File: config.mk
export PLATFORM = sky130hd
export DESIGN_NAME = tern_alu_slice
export DESIGN_NICKNAME = d
export VERILOG_FILES = /design/src/rtl/tern_alu_pkg.sv /design/src/rtl/trit_inv.sv /design/src/rtl/trit_logic_unit.sv /design/src/rtl/trit_arith_unit.sv /design/src/rtl/tern_alu_slice.sv
export SDC_FILE = /design/constraint.sdc
export NUM_CORES = 1
export LEC_CHECK = 0
export ABC_AREA = 1
export BUFFER_PORTS_ARGS = -buffer_cell sky130_fd_sc_hd__buf_2
export CAP_MARGIN = 20
export CORE_MARGIN = 4
export CORE_UTILIZATION = 48
export DETAILED_ROUTE_END_ITERATION = 12
export PLACE_DENSITY_LB_ADDON = 0.2
export SETUP_SLACK_MARGIN = 0.15
export SLEW_MARGIN = 25
export SYNTH_ARGS = -nofsm -noshare
export SYNTH_HDL_FRONTEND = slang
export SYNTH_SLANG_ARGS = --single-unit
File: constraint.sdc
create_clock -name vclk -period 2.1
set_input_delay 0.105 -clock vclk [all_inputs]
set_output_delay 0.105 -clock vclk [all_outputs]
set_load 0.01 [all_outputs]
File: src/rtl/tern_alu_pkg.sv
package tern_alu_pkg;
    localparam int TRIT_W  = 2;
    localparam int N_LOGIC = 9;
    localparam int SEL_W   = $clog2(N_LOGIC);

    typedef logic [TRIT_W-1:0] trit_t;
    typedef logic [SEL_W-1:0]  sel_t;

    localparam trit_t T_LO  = 2'd0;
    localparam trit_t T_MID = 2'd1;
    localparam trit_t T_HI  = 2'd2;
    localparam trit_t T_BAD = 2'd3;

    typedef enum logic [1:0] {
        INV_STD = 2'd0,
        INV_POS = 2'd1,
        INV_NEG = 2'd2
    } inv_kind_e;

    typedef struct packed {
        trit_t res;
        trit_t cy;
    } slice_out_t;
endpackage

File: src/rtl/trit_inv.sv
module trit_inv
    import tern_alu_pkg::*;
#(
    parameter inv_kind_e KIND = INV_STD
) (
    input  trit_t a_i,
    output trit_t y_o
);
    generate
        if (KIND == INV_STD) begin : g_std
            assign y_o = T_HI - a_i;
        end else if (KIND == INV_POS) begin : g_pos
            assign y_o = (a_i == T_HI) ? T_LO : T_HI;
        end else begin : g_neg
            assign y_o = (a_i == T_LO) ? T_HI : T_LO;
        end
    endgenerate
endmodule

File: src/rtl/trit_logic_unit.sv
module trit_logic_unit
    import tern_alu_pkg::*;
(
    input  trit_t x_i,
    input  trit_t y_i,
    input  sel_t  sel_i,
    output trit_t res_o
);
    trit_t min_w;
    trit_t max_w;
    trit_t xor_w;
    trit_t [2:0] nand_w;
    trit_t [2:0] nor_w;
    logic [TRIT_W:0] sum_w;

    assign min_w = (x_i < y_i) ? x_i : y_i;
    assign max_w = (x_i < y_i) ? y_i : x_i;
    assign sum_w = {1'b0, x_i} + {1'b0, y_i};
    assign xor_w = (sum_w >= 3'd3) ? trit_t'(sum_w - 3'd3) : trit_t'(sum_w);

    for (genvar k = 0; k < 3; k++) begin : g_inv
        trit_inv #(.KIND(inv_kind_e'(k))) u_nand (.a_i(min_w), .y_o(nand_w[k]));
        trit_inv #(.KIND(inv_kind_e'(k))) u_nor  (.a_i(max_w), .y_o(nor_w[k]));
    end

    always_comb begin
        case (sel_i)
            4'd0:    res_o = min_w;
            4'd1:    res_o = max_w;
            4'd2:    res_o = xor_w;
            4'd3:    res_o = nand_w[0];
            4'd4:    res_o = nand_w[1];
            4'd5:    res_o = nand_w[2];
            4'd6:    res_o = nor_w[0];
            4'd7:    res_o = nor_w[1];
            4'd8:    res_o = nor_w[2];
            default: res_o = T_BAD;
        endcase
    end
endmodule

File: src/rtl/trit_arith_unit.sv
module trit_arith_unit
    import tern_alu_pkg::*;
(
    input  trit_t      x_i,
    input  trit_t      y_i,
    input  sel_t       sel_i,
    output slice_out_t out_o
);
    logic [TRIT_W:0]     sum_w;
    logic [2*TRIT_W-1:0] prod_w;
    slice_out_t add_w, sub_w, mul_w, cmp_w;

    assign sum_w  = {1'b0, x_i} + {1'b0, y_i};
    assign prod_w = {2'b00, x_i} * {2'b00, y_i};

    always_comb begin
        add_w.res = (sum_w >= 3'd3) ? trit_t'(sum_w - 3'd3) : trit_t'(sum_w);
        add_w.cy  = (sum_w >= 3'd3) ? T_MID : T_LO;

        sub_w.res = (x_i >= y_i) ? trit_t'(x_i - y_i) : trit_t'(x_i + 2'd3 - y_i);
        sub_w.cy  = (x_i < y_i) ? T_MID : T_LO;

        mul_w.res = (prod_w >= 4'd3) ? trit_t'(prod_w - 4'd3) : trit_t'(prod_w);
        mul_w.cy  = (prod_w >= 4'd3) ? T_MID : T_LO;

        cmp_w.res = (x_i < y_i) ? T_LO : ((x_i == y_i) ? T_MID : T_HI);
        cmp_w.cy  = T_LO;

        case (sel_i)
            4'd0:    out_o = add_w;
            4'd1:    out_o = sub_w;
            4'd2:    out_o = mul_w;
            4'd3:    out_o = cmp_w;
            default: out_o = '{res: T_BAD, cy: T_BAD};
        endcase
    end
endmodule

File: src/rtl/tern_alu_slice.sv
module tern_alu_slice
    import tern_alu_pkg::*;
(
    input  logic [1:0] x_i,
    input  logic [1:0] y_i,
    input  logic       mode_i,
    input  logic [1:0] sel_a_i,
    input  logic [1:0] sel_b_i,
    output logic [1:0] res_o,
    output logic [1:0] cy_o
);
    sel_t       sel_idx;
    logic       any_bad;
    trit_t      logic_res;
    slice_out_t arith_out;
    slice_out_t slice_d;

    assign sel_idx = sel_t'({2'b00, sel_a_i} * 4'd3 + {2'b00, sel_b_i});
    assign any_bad = (x_i == T_BAD) | (y_i == T_BAD) |
                     (sel_a_i == T_BAD) | (sel_b_i == T_BAD);

    trit_logic_unit u_logic (
        .x_i   (x_i),
        .y_i   (y_i),
        .sel_i (sel_idx),
        .res_o (logic_res)
    );

    trit_arith_unit u_arith (
        .x_i   (x_i),
        .y_i   (y_i),
        .sel_i (sel_idx),
        .out_o (arith_out)
    );

    always_comb begin
        if (any_bad) begin
            slice_d = '{res: T_BAD, cy: T_BAD};
        end else if (mode_i) begin
            slice_d = '{res: logic_res, cy: T_LO};
        end else begin
            slice_d = arith_out;
        end
    end

    assign res_o = slice_d.res;
    assign cy_o  = slice_d.cy;
endmodule

# [Yosys cells after proc, flatten, opt, wreduce, memory -nomap -nowiden]
# Cells that the tools add are included.
[word_totals] out_inout_bits=4 inputBits=9 elab_cells=54 reg_bits=0
[op_classes] mul=2 order_cmp=4 reduce_logical=3 addsub=9 muxes=18 bitwise=3 n_eq_ne=15
[op_table] op="$mux 2" n=11
[op_table] op="$pmux 2 s9" n=1
[op_table] op="$eq 4x3->1 const B" n=4
[op_table] op="$pmux 4 s4" n=1
[op_table] op="$eq 2x2->1 const B" n=6
[op_table] op="$eq 4x2->1 const B" n=2
[op_table] op="$mux 4" n=2
[op_table] op="$add 4x2->4" n=1
[op_table] op="$eq 4x1->1 const B" n=1
[op_table] op="$eq 4x4->1 const B" n=1
[op_table] op="$ge 4x2->1 const B" n=1
[op_table] op="$logic_not 2->1" n=2
[op_table] op="$logic_not 4->1" n=1
[op_table] op="$mul 2x2->4" n=1
[op_table] op="$mul 2x2->4 const B" n=1
[op_table] op="$sub 2x2->2" n=2
[op_table] op="$sub 2x2->2 const A" n=2
[op_table] op="$sub 2x2->2 const B" n=2
[op_table] op="$add 2x2->3" n=1
[op_table] op="$ge 3x2->1 const B" n=1
[op_table] op="$mux 1" n=3
[op_table] op="$or 1x1->1" n=3
[op_table] op="$add 2x2->2 const B" n=1
[op_table] op="$eq 2x2->1" n=1
[op_table] op="2 further kinds" n=2

# [Depth between registers and ports, before layout]
[logic_depth] word_depth=7 mapped_depth=15 ltp_nobuf=15

# [Modules after synthesis]
# Synthesis repeated with hierarchy kept, for this count alone.
[unflattened] hier_cells=216 area_unflattened_um2=1176.1
[modules_own_cells] mod="trit_logic_unit" cells_per_inst=86 seq_area_each_um2=0.0 area_each_um2=447.9 instances=1
[modules_own_cells] mod="trit_arith_unit" cells_per_inst=74 seq_area_each_um2=0.0 area_each_um2=431.7 instances=1
[modules_own_cells] mod="tern_alu_slice" cells_per_inst=30 seq_area_each_um2=0.0 area_each_um2=176.4 instances=1
[modules_own_cells] mod="trit_inv (u_logic.g_inv[0].u_nand ...)" cells_per_inst=6 seq_area_each_um2=0.0 area_each_um2=26.3 instances=2
[modules_own_cells] mod="trit_inv (u_logic.g_inv[1].u_nand ...)" cells_per_inst=4 seq_area_each_um2=0.0 area_each_um2=18.8 instances=2
[modules_own_cells] mod="trit_inv (u_logic.g_inv[2].u_nand ...)" cells_per_inst=3 seq_area_each_um2=0.0 area_each_um2=15.0 instances=2

# [Least setup slack after synthesis]
# Ideal clock, no wire load.
[synth_timing] path_kind="in2out" startpoint="input sel_a_i[0]" endpoint="output res_o[1]" t_arrival_ps=2004 t_required_ps=1995 stages=12 path_buffers=0 setup_slack_ps=-9 path_cell_list="fa_1 ha_1 inv_1 fa_1 nand2_2 nor2_4 nand2_1 o21ai_1 inv_1 nand2_1 nand2_1 nand2_1"
[synth_via] elab_chain_cells=6
[synth_rtl] item="from (decl)" line_no="tern_alu_slice.sv:7" source="input logic [1:0] sel_a_i,"
[synth_rtl] item="$mul 2x2->4" line_no="tern_alu_slice.sv:18" source="assign sel_idx = sel_t'({2'b00, sel_a_i} * 4'd3 + {2'b00, sel_b_i});"
[synth_rtl] item="$add 4x2->4" line_no="tern_alu_slice.sv:18"
[synth_rtl] item="$eq 4x4->1 (tied with other cells)" line_no="trit_logic_unit.sv:27" source="case (sel_i)"
[synth_rtl] item="$pmux 2 s9 or $pmux 4 s4 (tied branches)" line_no="trit_logic_unit.sv:27, trit_arith_unit.sv:29"
[synth_rtl] item="$mux 4" line_no="tern_alu_slice.sv:39" source="end else if (mode_i) begin"
[synth_rtl] item="$mux 4 (*)" line_no="tern_alu_slice.sv:37" source="if (any_bad) begin"
[synth_rtl] item="to (decl)" line_no="tern_alu_slice.sv:9" source="output logic [1:0] res_o,"
# Every way passes the cells marked *; elsewhere a longest branch is shown, timed or not.

# [Worst setup path after layout]
[layout_timing] startpoint="input sel_b_i[1]" endpoint="output res_o[1]"
[layout_via] elab_chain_cells=5
[layout_rtl] item="from (decl)" line_no="tern_alu_slice.sv:8" source="input logic [1:0] sel_b_i,"
[layout_rtl] item="$add 4x2->4" line_no="tern_alu_slice.sv:18"
[layout_rtl] item="$eq 4x4->1 (tied with other cells)" line_no="trit_logic_unit.sv:27"
[layout_rtl] item="$pmux 2 s9 or $pmux 4 s4 (tied branches)" line_no="trit_logic_unit.sv:27, trit_arith_unit.sv:29"
[layout_rtl] item="$mux 4" line_no="tern_alu_slice.sv:39"
[layout_rtl] item="$mux 4 (*)" line_no="tern_alu_slice.sv:37"
# Marks and branches as above.

==> results.md <==
* Status: finished with violations
* Violated checks: negative setup slack
* Sequential cells at 0
* WL/cell at 11.9 µm
* Mapped Nets at 175
* Placed instance count at 194
* Setup violators final at 3
* Post-synthesis cell type count at 19
* Max cap viols at 0
* GR Layer Usage met2 at 31.5%
* Critical path's slowest cell: fa_2
* Global routing met3 resource utilization at 1.20%
* Layout cells sized above 1 at 30.0%
* Clkbuf count at 0
* Cell taking the most area after synthesis: ha_1
* Slack of the critical path at -339 ps
* Non-filler cells in the finished layout at 196
* Synth warnings at 0
* GRT Util Overall at 19.3%
* Commonest non-fill, non-tap cell in the layout: nand2_1
* Req. time, crit path at 2000 ps
* Post-route DRC at 0
* PwrDens at 340 nW/µm²
* Post-synthesis sequential area ratio at 0%
* DR iter-0 viols at 56
* Largest cells by area after synthesis: ha_1 24%, nand2_1 19%, inv_1 13%
* Slowest stage delay, CP at 580 ps
* Most frequent CP cell: nand2_2
* Max FO, Critical Path at 3
* Worst setup EP type: output port
* Fmax at 0.410 GHz
* Leakage power at 0.675 nW
* Vias per Instance at 5.19
* Yosys top cell area share at 24.2%
* Pin count of the biggest net entering global routing at 8
* Initial Utilization at 53.0%
* Worst VDD drop at 0.000226 V
* Vias in the first global route at 873
* Hold_ws at 512 ps
* Die H at 49.5 µm
* Mapped Area at 827 µm²
* Final net count at 211
* Post-layout util at 74.5%
* Layout area overhead at 40.4%
* Critical Path AT at 2330 ps
* Initial antenna violation count at 0
* Filler cell count at 131
* Post-Route WL at 2.34 mm
* Slew HR at 81.4%
* Die boundary width at 49.5 µm
* Detailed Place HPWL at 1.94 mm
* Commonest cells after routing, fill and taps aside: 37 x nand2_1, 27 x inv_1, 19 x buf_4
* Mean Syn Cell Area at 5.66 µm²
* Total number of vias at 1017
* CP Launch Type: primary input
* Worst slew pin tran at 276 ps
* Core Box Area at 1560 µm²
* Layer with the highest usage: met2
* Total gr overflow at 0
* Die area at 2450 µm²
* Crit Path Class: primary input to output port
* PortBufs at 13
* Routability Congestion at 0.972
* ANT cells at 0
* RSZ-0062 raised after global routing: yes
* Met1 usage at 28.8%
* Final Hold Violating Endpoints at 0
* Worst min-delay path category: primary input to output port
* Row count at 14
* Worst-path cell chain: buf_8 > fa_1 > ha_2 > inv_2 > fa_2 > buf_6 > nand2_2 > nand2_2 > nand3_2 > nor2_2 > nand3_1 > nand2_1 > nand2_2 > buf_6
* Max-slew violations at 0
* Antenna Nets Post-Route at 0
* Pre-antenna DRT Iters at 4
* Setup WS pre-CTS at -360 ps
* Cells after synthesis at 146
* First-pass GRT wire length at 3.88 mm
* Sequential Area at 0 µm²
* IO Count at 13
* Crit path time final at 2440 ps
* Crit share post-route at 116%
## cell usage after synthesis, drive strengths merged
| library cell | count |
|---|---|
| o22ai | 1 |
| o211ai | 1 |
| fa | 4 |
| nor2 | 16 |
| a21oi | 4 |
| nand4 | 2 |
| nand2 | 43 |
| a211oi | 1 |
| xnor2 | 1 |
| nand3b | 1 |
| ha | 16 |
| o21ai | 6 |
| nand3 | 18 |
| inv | 32 |
## through the flow
| step | setup TNS (ps) | total power [W] | area (µm²) |
|---|---|---|---|
| after global placement | -876 | 0.000333 | 1060 |
| after detailed placement | -1070 | 0.000339 | 1060 |
| after floorplan | -9.60 | 0.000223 | 837 |
| final | -861 | 0.000395 | 1160 |
| after CTS | -679 | 0.000379 | 1140 |
| after global routing | -1200 | 0.000440 | 1160 |
## power breakdown
| part | switching [W] | leakage [nW] | internal, W |
|---|---|---|---|
| Clock | 0 | 0 | 0 |
| Sequential | 0 | 0 | 0 |
| Combinational | 0.000227 | 0.675 | 0.000168 |
## critical path: cells and delay by family
family	cells	cell delay, ps
adder cells (fa/ha/maj)	3	1300
AND/OR/NAND/NOR	7	540
buffers and inverters	4	370
## what timing repair did
action / in CTS / in global routing
hold buffers: 0 / 0
setup endpoints to repair: 4 / 4
resized for setup: 18 / 5
pin swaps: 6 / 2
buffers inserted: 2 / 0
## cells by family (layout without fill, tap and decap cells)
group | count (synthesis) | count (layout) | share of synthesized area, %
compound gates | 13 | 13 | 8.62
xor+xnor | 1 | 1 | 1.06
buf+inv | 32 | 66 | 14.5
fa+ha+maj | 20 | 20 | 33.9
simple gates | 80 | 80 | 41.9
## final cells by class
type / instances / area (µm²) / share of cell area, %
Multi-Input combinational cell: 114 / 751 / 64.7
Timing Repair Buffer: 34 / 265 / 22.8
Inverter: 32 / 125 / 10.8
Tap cell: 16 / 20.0 / 1.72
## path summary, 6_finish.rpt
check,startpoint,endpoint,cells past startpoint
min,mode_i,cy_o[1],3
max,sel_b_i[1],res_o[1],14
## metal layers
layer / vias to the layer above / wire, µm / part of all wire (%)
met5: - / 0 / 0
met3: 4 / 154 / 6.6
met1: 433 / 1120 / 48
met2: 49 / 1030 / 44
li1: 531 / - / -
met4: 0 / 29 / 1.2
No activity file was read; power rests on OpenSTA's default activity.
